===== src/rtl/alu8_pkg.sv =====
package alu8_pkg;
  typedef enum logic [3:0] {
    OP_ADD  = 4'd0,  OP_ADC  = 4'd1,  OP_SUB = 4'd2,  OP_SBC = 4'd3,
    OP_CMP  = 4'd4,  OP_CPC  = 4'd5,  OP_AND = 4'd6,  OP_OR  = 4'd7,
    OP_XOR  = 4'd8,  OP_COM  = 4'd9,  OP_NEG = 4'd10, OP_INC = 4'd11,
    OP_DEC  = 4'd12, OP_SER  = 4'd13, OP_WADD = 4'd14, OP_WSUB = 4'd15
  } alu_op_e;

  // packed MSB first: h=bit5 ... c=bit0
  typedef struct packed {
    logic h;
    logic s;
    logic v;
    logic n;
    logic z;
    logic c;
  } alu_flags_t;

  localparam int unsigned NIB_W = 4;
  localparam alu_flags_t MASK_ALL   = alu_flags_t'(6'b111111);
  localparam alu_flags_t MASK_SVNZ  = alu_flags_t'(6'b011110);
  localparam alu_flags_t MASK_SVNZC = alu_flags_t'(6'b011111);
  localparam alu_flags_t MASK_NONE  = alu_flags_t'(6'b000000);
endpackage


===== src/rtl/alu8_addsub.sv =====
module alu8_addsub #(
  parameter int unsigned W = 8
) (
  input  logic [W-1:0] a_i,
  input  logic [W-1:0] b_i,
  input  logic         cin_i,
  input  logic         sub_i,
  output logic [W-1:0] sum_o,
  output logic         c_o,
  output logic         h_o,
  output logic         v_o
);
  import alu8_pkg::*;

  logic [W:0]     full;
  logic [NIB_W:0] nib;

  always_comb begin
    if (sub_i) begin
      full = {1'b0, a_i} - {1'b0, b_i} - {{W{1'b0}}, cin_i};
      nib  = {1'b0, a_i[NIB_W-1:0]} - {1'b0, b_i[NIB_W-1:0]} - {{NIB_W{1'b0}}, cin_i};
    end else begin
      full = {1'b0, a_i} + {1'b0, b_i} + {{W{1'b0}}, cin_i};
      nib  = {1'b0, a_i[NIB_W-1:0]} + {1'b0, b_i[NIB_W-1:0]} + {{NIB_W{1'b0}}, cin_i};
    end
  end

  assign sum_o = full[W-1:0];
  assign c_o   = full[W];
  assign h_o   = nib[NIB_W];
  // overflow: operand signs vs result sign
  assign v_o   = sub_i ? ((a_i[W-1] != b_i[W-1]) && (full[W-1] != a_i[W-1]))
                       : ((a_i[W-1] == b_i[W-1]) && (full[W-1] != a_i[W-1]));
endmodule


===== src/rtl/alu8_logic.sv =====
module alu8_logic #(
  parameter int unsigned W = 8
) (
  input  alu8_pkg::alu_op_e op_i,
  input  logic [W-1:0]      a_i,
  input  logic [W-1:0]      b_i,
  output logic [W-1:0]      res_o,
  output logic              v_o
);
  import alu8_pkg::*;

  localparam logic [W-1:0] MAX_POS = {1'b0, {(W-1){1'b1}}};
  localparam logic [W-1:0] MIN_NEG = {1'b1, {(W-1){1'b0}}};
  localparam logic [W-1:0] ONE     = {{(W-1){1'b0}}, 1'b1};

  always_comb begin
    res_o = '0;
    v_o   = 1'b0;
    case (op_i)
      OP_AND: res_o = a_i & b_i;
      OP_OR:  res_o = a_i | b_i;
      OP_XOR: res_o = a_i ^ b_i;
      OP_COM: res_o = ~a_i;
      OP_INC: begin
        res_o = a_i + ONE;
        v_o   = (a_i == MAX_POS);
      end
      OP_DEC: begin
        res_o = a_i - ONE;
        v_o   = (a_i == MIN_NEG);
      end
      OP_SER: res_o = '1;
      default: res_o = '0;
    endcase
  end
endmodule


===== src/rtl/alu8_word.sv =====
module alu8_word #(
  parameter int unsigned W     = 8,
  parameter int unsigned IMM_W = 6
) (
  input  logic [2*W-1:0]   pair_i,
  input  logic [IMM_W-1:0] imm_i,
  input  logic             sub_i,
  output logic [2*W-1:0]   res_o,
  output logic             c_o,
  output logic             v_o,
  output logic             n_o,
  output logic             z_o
);
  localparam int unsigned PW = 2 * W;

  logic [PW:0] full;
  logic [PW:0] imm_x;

  assign imm_x = {{(PW + 1 - IMM_W){1'b0}}, imm_i};

  always_comb begin
    if (sub_i) full = {1'b0, pair_i} - imm_x;
    else       full = {1'b0, pair_i} + imm_x;
  end

  assign res_o = full[PW-1:0];
  assign c_o   = full[PW];
  // immediate is non-negative: overflow only by crossing the sign boundary
  assign v_o   = sub_i ? (pair_i[PW-1] && !full[PW-1]) : (!pair_i[PW-1] && full[PW-1]);
  assign n_o   = full[PW-1];
  assign z_o   = (full[PW-1:0] == '0);
endmodule


===== src/rtl/alu8_core.sv =====
module alu8_core #(
  parameter int unsigned W     = 8,
  parameter int unsigned IMM_W = 6
) (
  input  logic [3:0]       op_i,
  input  logic [W-1:0]     a_i,
  input  logic [W-1:0]     b_i,
  input  logic             carry_i,
  input  logic             zero_i,
  input  logic [2*W-1:0]   pair_i,
  input  logic [IMM_W-1:0] imm_i,
  output logic [W-1:0]     result_o,
  output logic [2*W-1:0]   pair_res_o,
  output logic [5:0]       flags_o,
  output logic [5:0]       upd_o
);
  import alu8_pkg::*;

  localparam logic [W-1:0] ALL_ONES = '1;
  localparam logic [W-1:0] INC_EDGE = {1'b0, {(W-1){1'b1}}};

  alu_op_e    op;
  logic [W-1:0] as_a, as_b, as_sum;
  logic         as_cin, as_sub, as_c, as_h, as_v;
  logic         sticky_z;
  logic [W-1:0] lg_res;
  logic         lg_v;
  logic [2*W-1:0] wd_res;
  logic         wd_c, wd_v, wd_n, wd_z;
  logic [W-1:0] res;
  alu_flags_t   fl, mask;

  assign op = alu_op_e'(op_i);

  // operand steering for the shared byte adder
  always_comb begin
    as_a     = a_i;
    as_b     = b_i;
    as_cin   = 1'b0;
    as_sub   = 1'b0;
    sticky_z = 1'b0;
    case (op)
      OP_ADC: as_cin = carry_i;
      OP_SUB, OP_CMP: as_sub = 1'b1;
      OP_SBC, OP_CPC: begin
        as_sub   = 1'b1;
        as_cin   = carry_i;
        sticky_z = 1'b1;
      end
      OP_NEG: begin
        as_a   = '0;
        as_b   = a_i;
        as_sub = 1'b1;
      end
      default: ;
    endcase
  end

  alu8_addsub #(.W(W)) u_addsub (
    .a_i   (as_a),
    .b_i   (as_b),
    .cin_i (as_cin),
    .sub_i (as_sub),
    .sum_o (as_sum),
    .c_o   (as_c),
    .h_o   (as_h),
    .v_o   (as_v)
  );

  alu8_logic #(.W(W)) u_logic (
    .op_i  (op),
    .a_i   (a_i),
    .b_i   (b_i),
    .res_o (lg_res),
    .v_o   (lg_v)
  );

  alu8_word #(.W(W), .IMM_W(IMM_W)) u_word (
    .pair_i (pair_i),
    .imm_i  (imm_i),
    .sub_i  (op == OP_WSUB),
    .res_o  (wd_res),
    .c_o    (wd_c),
    .v_o    (wd_v),
    .n_o    (wd_n),
    .z_o    (wd_z)
  );

  always_comb begin
    res  = '0;
    fl   = '0;
    mask = MASK_NONE;
    case (op)
      OP_ADD, OP_ADC, OP_SUB, OP_SBC, OP_CMP, OP_CPC, OP_NEG: begin
        res  = as_sum;
        fl.c = as_c;
        fl.h = as_h;
        fl.v = as_v;
        fl.n = as_sum[W-1];
        fl.z = (as_sum == '0) && (!sticky_z || zero_i);
        mask = MASK_ALL;
      end
      OP_AND, OP_OR, OP_XOR, OP_INC, OP_DEC: begin
        res  = lg_res;
        fl.v = lg_v;
        fl.n = lg_res[W-1];
        fl.z = (lg_res == '0);
        mask = MASK_SVNZ;
      end
      OP_COM: begin
        res  = lg_res;
        fl.c = 1'b1;
        fl.n = lg_res[W-1];
        fl.z = (lg_res == '0);
        mask = MASK_SVNZC;
      end
      OP_SER: res = lg_res;
      OP_WADD, OP_WSUB: begin
        res  = wd_res[W-1:0];
        fl.c = wd_c;
        fl.v = wd_v;
        fl.n = wd_n;
        fl.z = wd_z;
        mask = MASK_SVNZC;
      end
      default: ;
    endcase
    fl.s = fl.n ^ fl.v;
  end

  assign result_o   = res;
  assign pair_res_o = wd_res;
  assign flags_o    = fl;
  assign upd_o      = mask;

  always_comb begin
    if (op == OP_SER)
      AST_SER_NO_FLAGS: assert (upd_o == 6'b0 && result_o == ALL_ONES) else $error("set op");
    if (op == OP_AND || op == OP_OR || op == OP_XOR)
      AST_LOGIC_KEEP_CH: assert (!flags_o[3] && !upd_o[0] && !upd_o[5]) else $error("logic flags");
    if (op == OP_INC && flags_o[3])
      AST_INC_OVF_EDGE: assert (a_i == INC_EDGE) else $error("inc overflow");
    if ((op == OP_SBC || op == OP_CPC) && !zero_i)
      AST_STICKY_ZERO: assert (!flags_o[1]) else $error("sticky zero");
    if (upd_o[1] && op != OP_SBC && op != OP_CPC && op != OP_WADD && op != OP_WSUB)
      AST_ZERO_MATCH: assert (flags_o[1] == (result_o == '0)) else $error("zero flag");
    if (op == OP_WADD && flags_o[0])
      AST_WORD_CARRY: assert (pair_res_o < pair_i) else $error("word carry");
  end
endmodule


===== config.mk =====
export PLATFORM = sky130hd
export DESIGN_NAME = alu8_core
export DESIGN_NICKNAME = d
export VERILOG_FILES = /design/src/rtl/alu8_pkg.sv /design/src/rtl/alu8_addsub.sv /design/src/rtl/alu8_logic.sv /design/src/rtl/alu8_word.sv /design/src/rtl/alu8_core.sv
export SDC_FILE = /design/constraint.sdc
export NUM_CORES = 1
export LEC_CHECK = 0
export ABC_CLOCK_PERIOD_IN_PS = 13620
export BUFFER_PORTS_ARGS = -buffer_cell sky130_fd_sc_hd__buf_2
export CORE_MARGIN = 8
export CORE_UTILIZATION = 45
export DETAILED_ROUTE_END_ITERATION = 12
export GPL_ROUTABILITY_DRIVEN = 0
export PLACE_DENSITY = 0.69
export REMOVE_ABC_BUFFERS = 1
export SLEW_MARGIN = 20
export SYNTH_ARGS = -nofsm -noshare
export SYNTH_HDL_FRONTEND = slang
export SYNTH_SLANG_ARGS = --single-unit

===== constraint.sdc =====
create_clock -name vclk -period 13.62
set_clock_uncertainty 0.15 [all_clocks]
set_input_delay 1.362 -clock vclk [all_inputs]
set_output_delay 1.362 -clock vclk [all_outputs]
set_load 0.05 [all_outputs]

Word-level counts from Yosys, hierarchy flattened
Index checks and enable logic that the tools add are counted.
W data, S select, Z words.
{ "op_classes": {"addsub": 12, "n_eq_ne": 20, "n_mux": 18, "n_bitwise": 5, "n_reduce_logical": 22} }
{ "op_table": {"columns": ["op", "count"], "rows": [
  ["$pmux W8 S7", 1],
  ["$eq A4 B4 Y1 const B", 8],
  ["$pmux W8 S3", 1],
  ["$pmux W6 S3", 1],
  ["$add A16 B6 Y17", 1],
  ["$mux W17", 1],
  ["$sub A16 B6 Y17", 1],
  ["$eq A4 B3 Y1 const B", 4],
  ["$logic_not A16 Y1", 1],
  ["$logic_not A8 Y1", 2],
  ["$mux W8", 2],
  ["$reduce_or A7 Y1", 2],
  ["$reduce_or A5 Y1", 2],
  ["$add A8 B8 Y9", 1],
  ["$add A9 B1 Y9", 1],
  ["$mux W9", 1],
  ["$sub A8 B8 Y9", 1],
  ["$sub A9 B1 Y9", 1],
  ["$add A8 B1 Y8 const B", 1],
  ["$and A8 B8 Y8", 1],
  ["$eq A4 B2 Y1 const B", 2],
  ["$eq A8 B7 Y1 const B", 1],
  ["$eq A8 B8 Y1 const B", 1],
  ["$not A8 Y8", 1],
  ["other kinds (23)", 38]
]} }
{ "word_totals": {"ff_bits": 0, "output_inout_bits": 36, "word_cells": 77} }

Longest topological paths before layout
Gate-level depths: netlist of run 1.
{ "logic_depth": {"word_depth": 10, "depth_mapped": 20, "mapped_depth_nobuf": 17} }

Cells and area by module
Synthesis of run 1 repeated with hierarchy kept, for this count alone.
{ "unflattened": {"cells_unflattened": 512, "area_unflattened_um2": 3732.3} }
{ "modules_own_cells": {"columns": ["mod", "n_inst", "cells_per_inst", "area_each_um2"], "rows": [
  ["alu8_word", 1, 155, 1158.6],
  ["alu8_addsub", 1, 134, 996.0],
  ["alu8_logic", 1, 129, 880.8],
  ["alu8_core", 1, 94, 696.9]
]} }

Worst setup path before layout of run 1
No wires, ideal clock.
{ "synth_timing": {"kind": "input to output", "from": "input op_i[0]", "to": "output flags_o[4]", "arrival_ps": 6053, "t_required_ps": 12108, "slack_ps": 6055, "stages": 18, "path_cell_list": "clkbuf_1 clkbuf_1 nand2b_1 or3b_2 clkbuf_1 a21o_1 fa_1 inv_1 ha_1 nand2_1 nor3_1 a211oi_1 a21oi_1 xor2_1 mux2i_1 xnor2_1 o211ai_1 xor2_1"} }
{ "synth_via": {"elab_chain_cells": 10, "word_cells_on_any_way": 47} }
{ "synth_rtl": {"columns": ["element", "line", "source"], "rows": [
  ["start: declaration", "alu8_core.sv:5", "input logic [3:0] op_i,"],
  ["$eq A4 B4 Y1, or another cell as far along", "alu8_core.sv:42, alu8_core.sv:93", null],
  ["$mux W8 / $reduce_or A3 Y1 (equally long branches)", null, null],
  ["$add A8 B8 Y9, or another cell as far along", "alu8_addsub.sv:23", "full = {1'b0, a_i} + {1'b0, b_i} + {{W{1'b0}}, cin_i};"],
  ["$add A9 B1 Y9 / $sub A9 B1 Y9 (equally long branches)", "alu8_addsub.sv:23, alu8_addsub.sv:20", null],
  ["$mux W9", "alu8_addsub.sv:19", "if (sub_i) begin"],
  ["$ne A1 B1 Y1", "alu8_addsub.sv:32, alu8_addsub.sv:33", null],
  ["$logic_and A1 B1 Y1, on equally long branches", "alu8_addsub.sv:33, alu8_addsub.sv:32", null],
  ["$mux W1", "alu8_addsub.sv:32", "assign v_o = sub_i ? ((a_i[W-1] != b_i[W-1]) && (full[W-1] != a_i[W-1]))"],
  ["$pmux W1 S3 *", "alu8_core.sv:93", "case (op)"],
  ["net flags_o[3]", "alu8_core.sv:14", "output logic [5:0] flags_o,"],
  ["$xor A1 B1 Y1 *", "alu8_core.sv:128", "fl.s = fl.n ^ fl.v;"],
  ["end: declaration", "alu8_core.sv:14", null]
]} }
The timed path passes the listed nets; every way through them passes the cells marked *.

Worst setup path after layout of run 1
{ "layout_timing": {"from": "input op_i[2]", "to": "output flags_o[1]"} }
{ "layout_via": {"elab_chain_cells": 8, "word_cells_on_any_way": 41} }
{ "layout_rtl": {"columns": ["element", "line", "source"], "rows": [
  ["$eq A4 B4 Y1, or another cell as far along", "alu8_core.sv:42, alu8_core.sv:93", null],
  ["$mux W8 / $reduce_or A3 Y1 (equally long branches)", null, null],
  ["$add A8 B8 Y9, or another cell as far along", "alu8_addsub.sv:23", null],
  ["$add A9 B1 Y9 / $sub A9 B1 Y9 (equally long branches)", "alu8_addsub.sv:23, alu8_addsub.sv:20", null],
  ["$mux W9", "alu8_addsub.sv:19", null],
  ["$logic_not A8 Y1", "alu8_core.sv:100", "fl.z = (as_sum == '0) && (!sticky_z || zero_i);"],
  ["$logic_and A1 B1 Y1", "alu8_core.sv:100", null],
  ["$pmux W2 S3 *", "alu8_core.sv:93", null]
]} }
Mark *: on every way between the ends. The rest lies on a longest branch, timed or not.

==> impl_metrics.yaml, run 1 <==
global_routing:
  grt_usage_pct: 18.9
  grt_pass1_wl_mm: 15.8
  first_global_vias: 3319
  grt_max_degree: 37
  grt_overflow: 0
  grt_antenna_before_repair: 0
routing:
  post_drt_wl_per_cell_um: 15.7
  drc: 0
  wirelength_mm: 9.86
  drt-initial-drc-count: 150
  dr_total_vias: 3523
  vias_per_cell: 5.61
  firstDrtPassIters: 4
  drtAntennaViolNets: 0
layout:
  seq_cell_count: 0
  area_growth_pct: 14.7
  nets: 643
  mostFrequentLayoutCells: "buf_2, ha_1, inv_1"
  final_common_cell: "buf_2"
  drive_gt1_share_pct: 16.4
  final_cells: 628
  regArea_um2: 0
  n_antenna_cell: 0
  num-clock-buffers: 0
yosys:
  synth_seq_area_share_pct: 0
  yosysWarnings: 0
  synth.area.top_cells: "ha_1, xnor2_1, inv_1"
  netlist_area_mm2: 0.00314
  synthCells: 466
  synth_top_cell_area_share_pct: 23.5
  synth.avg_cell_area_um2: 6.74
  yosysUniqueCellTypes: 46
  yosysTopAreaCell: "ha_1"
clock_network:
  cts_resized: 0
  postCtsHoldBufs: 0
  cts_setup_buffers: 0
power:
  powerDensity_mw_per_mm2: 68.3
  vdd_drop_max_v: 0.0000316
  p_leak_nw: 1.91
flow_run:
  cap_violations: 0
sta:
  maxSlewHeadroom_pct: 57.1
  fmax_mhz: 136
  final.setup.tns_ps: 0
  min_period_over_period_pct: 53.8
  fin_ws_ps: 6290
  hold_viol_final: 0
  worstMarginPinSlew_ps: 638
  rsz0062_at_grt: "false"
  drv_slew: 0
  fin_crit_ps: 7330
  final-setup-viol-count: 0
  whs_ps: 3110
die:
  num_rows: 30
  floorplan.initialDensity_pct: 46.2
  die_h_um: 99.6
  core_mm2: 0.00679
  die_area_mm2: 0.00991
  die_w_um: 99.6
  io_pins: 80
placement:
  dp_hpwl_mm: 8.49
  io_buffer_count: 80
  place_inst: 628
  dp_worst_setup_slack_ps: 6370
worst_setup_path:
  cp-endpoint: "flags_o[1]"
  crit_fanout: 24
  required_ps: 12110
  critical-path-max-stage-delay_ps: 570
  cp-start-kind: "input port"
  worstSetupEndpointType: "output pin"
  arrival_ps: 5820
  crit_chain: "buf_2 -> and3_1 -> nand2_1 -> mux2i_1 -> fa_1 -> a21oi_1 -> o21bai_1 -> xnor2_1 -> or4_1 -> or4_1 -> or3_1 -> or3_1 -> o311ai_2 -> buf_2"
  cp_slowest_cell: "and3_1"
  crit_start: "op_i[2]"
  crit_type: "in -> out"
hold_path:
  min_path_type: "in -> out"
status:
  outcome: "finished clean"
## final cells by class
class | instances | area (µm²)
fillers | 702 | 3190
multi-input cells | 391 | 2840
repair buffers | 83 | 423
inverters | 58 | 218
well taps | 96 | 120
## how the worst min path moves through the flow
stage | from | to | slack (ps) | depth (start not counted)
after floorplan | imm_i[0] | pair_res_o[0] | 2870 | 2
after global placement | imm_i[0] | pair_res_o[0] | 3100 | 4
after detailed placement | imm_i[0] | pair_res_o[0] | 3110 | 4
after CTS | imm_i[0] | pair_res_o[0] | 3110 | 4
after global routing | imm_i[0] | pair_res_o[0] | 3110 | 4
final | imm_i[0] | pair_res_o[0] | 3110 | 4
## kinds of logic (layout without fill, tap and decap cells)
family / count (synthesis) / after routing / synth area share (%)
compound gates: 135 / 135 / 27.3
xor+xnor: 40 / 40 / 11.2
fa+ha+maj: 65 / 65 / 27.3
buf+inv: 75 / 141 / 9.48
mux: 10 / 10 / 3.23
simple gates: 141 / 141 / 21.5
## per-layer routing
layer  vias up  wire, µm  global-route usage, %
met5         -         0                      0
met4         0        40                   1.28
met3         4       632                   2.37
met2       123      4910                   34.7
met1      1633      4270                   23.5
li1       1763         -                      -
## synthesized netlist by cell type, types with 2 or more instances
master     instances
o21ai_0           37
nor2b_1            7
o221ai_1           2
nand3_1           10
a221oi_1           3
fa_1               6
a22o_1             2
a31oi_1            2
a211oi_1           3
or4_1              3
nor3_1            10
and3_1             3
mux2i_1            9
nand4_1            3
xor2_1            13
a2111oi_0          3
nand2_1           46
ha_1              59
o21bai_1           5
a221o_1            5
nand2b_1          11
nor4b_1            2
o21a_1             5
xnor2_1           27
nor2_1            35
inv_1             58
clkbuf_1          12
o211ai_1           5
a211o_1            2
a21oi_1           41
o31ai_1            6
a21o_1            10
or3_1              5
buf_4              4
## report_power, final
part	switching, mW	leakage (nW)	total (mW)	internal (mW)
clock	0	0	0	0
sequential	0	0	0	0
combinational	0.170	1.91	0.246	0.0757
total	0.170	1.91	0.246	0.0757
## critical path, delay by kind of cell
| family | cells | cell delay [ps] |
|---|---|---|
| XOR/XNOR | 1 | 160 |
| buffers and inverters | 2 | 620 |
| AND/OR/NAND/NOR | 6 | 2450 |
| AO/OA/AOI/OAI | 3 | 530 |
| adder cells (fa/ha/maj) | 1 | 460 |
| multiplexers | 1 | 250 |
## metrics by stage
step	power (mW)	utilization, %	area [µm²]
after CTS	0.246	53.1	3600
after global routing	0.265	53.1	3600
after floorplan	0.183	-	3060
final	0.246	53.1	3600
after global placement	0.241	53.1	3600
after detailed placement	0.245	53.1	3600
Power figures use the tool's default switching activity.
==> inputs of run 2 (changes only) <==
- ABC_CLOCK_PERIOD_IN_PS: 13620 -> 7550
- clock period: 13.62 -> 7.55 ns (I/O delays scaled with it)
==> run 2 against run 1 <==
  * Clock-buffer cell count did not move
  * Sequential cell count did not move
  * Largest power group unchanged
  * Global-route usage down 0.055 points
==> impl_metrics.yaml, run 2 (same netlist as run 1, synthesis figures left out) <==
layout:
  mostFrequentLayoutCells: "buf_2, ha_1, inv_1"
  area_growth_pct: 14.7
  drive_gt1_share_pct: 16.4
  n_antenna_cell: 0
  final_cells: 628
  regArea_um2: 0
  num-clock-buffers: 0
  final_common_cell: "buf_2"
  nets: 643
  seq_cell_count: 0
routing:
  dr_total_vias: 3508
  wirelength_mm: 9.84
  drt-initial-drc-count: 173
  vias_per_cell: 5.59
  drc: 0
  post_drt_wl_per_cell_um: 15.7
  firstDrtPassIters: 4
  drtAntennaViolNets: 0
die:
  num_rows: 30
  die_w_um: 99.6
  die_h_um: 99.6
  die_area_mm2: 0.00991
  io_pins: 80
  core_mm2: 0.00679
  floorplan.initialDensity_pct: 46.2
worst_setup_path:
  worstSetupEndpointType: "output pin"
  arrival_ps: 5200
  required_ps: 6640
  crit_type: "in -> out"
  critical-path-max-stage-delay_ps: 560
  cp_slowest_cell: "and3_1"
  crit_chain: "buf_2 -> and3_1 -> nand2_1 -> mux2i_1 -> fa_1 -> a21oi_1 -> o21bai_1 -> xnor2_1 -> or4_1 -> or4_1 -> or3_1 -> or3_1 -> o311ai_2 -> buf_2"
  cp-start-kind: "input port"
  crit_family: "simple AND/OR/NAND/NOR gates"
  path_buf_inv: 2
  crit_fanout: 24
status:
  outcome: "finished clean"
clock_network:
  cts_resized: 0
  cts_setup_buffers: 0
  postCtsHoldBufs: 0
global_routing:
  first_global_vias: 3276
  grt_antenna_before_repair: 0
  grt_overflow: 0
  grt_max_degree: 37
  grt_pass1_wl_mm: 15.8
  grt_usage_pct: 18.8
placement:
  dp_worst_setup_slack_ps: 1540
  dp_hpwl_mm: 8.48
  io_buffer_count: 80
  place_inst: 628
power:
  vdd_drop_max_v: 0.0000572
  p_leak_nw: 1.91
  powerDensity_mw_per_mm2: 123
  power_mw: 0.445
sta:
  drv_slew: 0
  fin_crit_ps: 6100
  min_period_over_period_pct: 80.8
  fin_ws_ps: 1450
  maxSlewHeadroom_pct: 56.8
  final.setup.tns_ps: 0
  hold_viol_final: 0
  rsz0062_at_grt: "false"
  fmax_mhz: 164
  worstMarginPinSlew_ps: 648
  final-setup-viol-count: 0
hold_path:
  min_path_type: "in -> out"
flow_run:
  cap_violations: 0
==> run 2: cell counts in the layout (fill, tap and decap cells not counted) <==
Identical to the previous run, type by type.
==> run 2: stage by stage <==
stage | hold WS, ps | cell area, µm² | utilization [%]
floorplan | 1650 | 3060 | -
global placement | 1880 | 3600 | 53.1
detailed placement | 1890 | 3600 | 53.1
CTS | 1890 | 3600 | 53.1
global route | 1900 | 3600 | 53.1
finish | 1900 | 3600 | 53.1
==> run 2: routing by layer <==
layer	track usage (%)	wire, µm	vias to the layer above
met4	0.698	46	0
met5	0	0	-
met3	1.82	542	4
met2	35.0	4900	111
met1	23.7	4350	1626
li1	-	-	1767
==> run 2: final timing paths <==
kind / start / to / depth (start not counted)
worst max-delay path: op_i[2] / flags_o[1] / 14
worst min-delay path: imm_i[0] / pair_res_o[0] / 4
==> run 2: layout make-up <==
class | instances | area, µm²
multi-input combinational | 391 | 2840
inverter | 58 | 218
fill | 709 | 3190
tap | 96 | 120
timing repair buffer | 83 | 423
==> run 2: report_power, final <==
| group | internal (mW) | switching [mW] | leakage [nW] |
|---|---|---|---|
| clock | 0 | 0 | 0 |
| sequential | 0 | 0 | 0 |
| combinational | 0.137 | 0.308 | 1.91 |
==> inputs of run 3 (changes only) <==
- ABC_CLOCK_PERIOD_IN_PS: 7550 -> 6110
- clock period: 7.55 -> 6.11 ns (I/O delays scaled with it)
==> run 3 against run 2 <==
  * Non-clock buffer count did not move
  * Routed wire length fell by 1.2%
  * Die area is the same
  * Sequential share of layout area unchanged
  * Sequential cell count did not move
  * Core utilization is the same
  * Largest power group unchanged
==> impl_metrics.yaml, run 3 (same netlist as run 1, synthesis figures left out) <==
status:
  outcome: "finished clean"
sta:
  drv_slew: 0
  min_period_over_period_pct: 89.1
  fmax_mhz: 184
  final.setup.tns_ps: 0
  final-setup-viol-count: 0
  hold_viol_final: 0
  maxSlewHeadroom_pct: 33.0
  worstMarginPinSlew_ps: 991
  rsz0062_at_grt: "false"
  fin_crit_ps: 5450
routing:
  post_drt_wl_per_cell_um: 15.5
  dr_total_vias: 3394
  drtAntennaViolNets: 0
  drc: 0
  firstDrtPassIters: 4
  drt-initial-drc-count: 144
  wirelength_mm: 9.72
  vias_per_cell: 5.40
layout:
  area_growth_pct: 14.7
  n_antenna_cell: 0
  fin_util_pct: 53.1
  num-clock-buffers: 0
  drive_gt1_share_pct: 16.4
  nets: 643
  final_common_cell: "buf_2"
  regArea_um2: 0
  fin_area_mm2: 0.00360
  seq_cell_count: 0
  mostFrequentLayoutCells: "buf_2, ha_1, inv_1"
power:
  p_clk_share_pct: 0
  power_mw: 0.546
  seqPwrFrac_pct: 0
  combPwrFrac_pct: 100.0
  intPower_mw: 0.169
  vdd_drop_max_v: 0.0000638
  powerDensity_mw_per_mm2: 151
  swShare_pct: 69.1
  p_leak_nw: 1.91
  p_switching_mw: 0.377
die:
  die_w_um: 99.6
  die_area_mm2: 0.00991
  floorplan.initialDensity_pct: 46.2
  io_pins: 80
  die_h_um: 99.6
  num_rows: 30
  core_mm2: 0.00679
worst_setup_path:
  required_ps: 5350
  cp-start-kind: "input port"
  crit_fanout: 36
  arrival_ps: 4680
  worstSetupEndpointType: "output pin"
  crit_type: "in -> out"
global_routing:
  grt_antenna_before_repair: 0
  grt_usage_pct: 19.0
  grt_pass1_wl_mm: 16.0
  grt_overflow: 0
  grt_max_degree: 37
  first_global_vias: 3395
placement:
  dp_hpwl_mm: 8.48
  io_buffer_count: 80
  place_area_mm2: 0.00360
hold_path:
  hold_path_depth: 4
  min_path_type: "in -> out"
  hold-path-endpoint: "pair_res_o[0]"
  min_from: "imm_i[0]"
flow_run:
  cap_violations: 0
clock_network:
  postCtsHoldBufs: 0
  cts_setup_buffers: 0
  cts_resized: 0
[run 3: cell counts in the layout (fill, tap and decap cells not counted)]
No cell type changed its count.
[run 3: worst max-delay path, cell delays in order]
cell and delay [ps]:
buf_2 470, nand2_1 320, mux2i_1 230, fa_1 450, a21oi_1 210, o21bai_1 100
xnor2_1 160, or4_1 520, or4_1 410, or3_1 310, or3_1 330, o311ai_2 230
buf_2 310
[run 3: stage by stage]
step / std cells / setup WS (ps) / hold WS [ps]
floorplan: 449 / 489 / 1370
CTS: 628 / 658 / 1600
finish: 628 / 665 / 1610
detailed placement: 628 / 666 / 1600
global placement: 628 / 806 / 1600
global route: 628 / 377 / 1620
[run 3: power by group through the flow]
stage | logic (mW) | registers (mW) | clock network [mW]
after CTS | 0.546 | 0 | 0
after global routing | 0.591 | 0 | 0
final | 0.546 | 0 | 0
after global placement | 0.539 | 0 | 0
after detailed placement | 0.544 | 0 | 0
after floorplan | 0.408 | 0 | 0
[run 3: layer usage]
metal  GRT usage (%)  part of all wire [%]  wire length, µm
met1            23.4                    43             4180
met2            34.4                    49             4770
met3            3.56                   7.2              698
met4            1.63                  0.75               73
met5               0                     0                0
[run 3: cell type report]
type                       count  area [µm²]
fill                         707        3190
inverter                      58         218
multi-input combinational    391        2840
tap                           96         120
timing repair buffer          83         423
[run 3: worst max path at each step]
stage | to | from | depth (start not counted) | slack [ps]
after global placement | flags_o[1] | op_i[0] | 13 | 810
after global routing | flags_o[1] | op_i[0] | 14 | 380
after detailed placement | flags_o[1] | op_i[0] | 13 | 670
final | flags_o[1] | op_i[0] | 13 | 660
after floorplan | flags_o[4] | op_i[3] | 14 | 490
after CTS | flags_o[1] | op_i[0] | 13 | 660
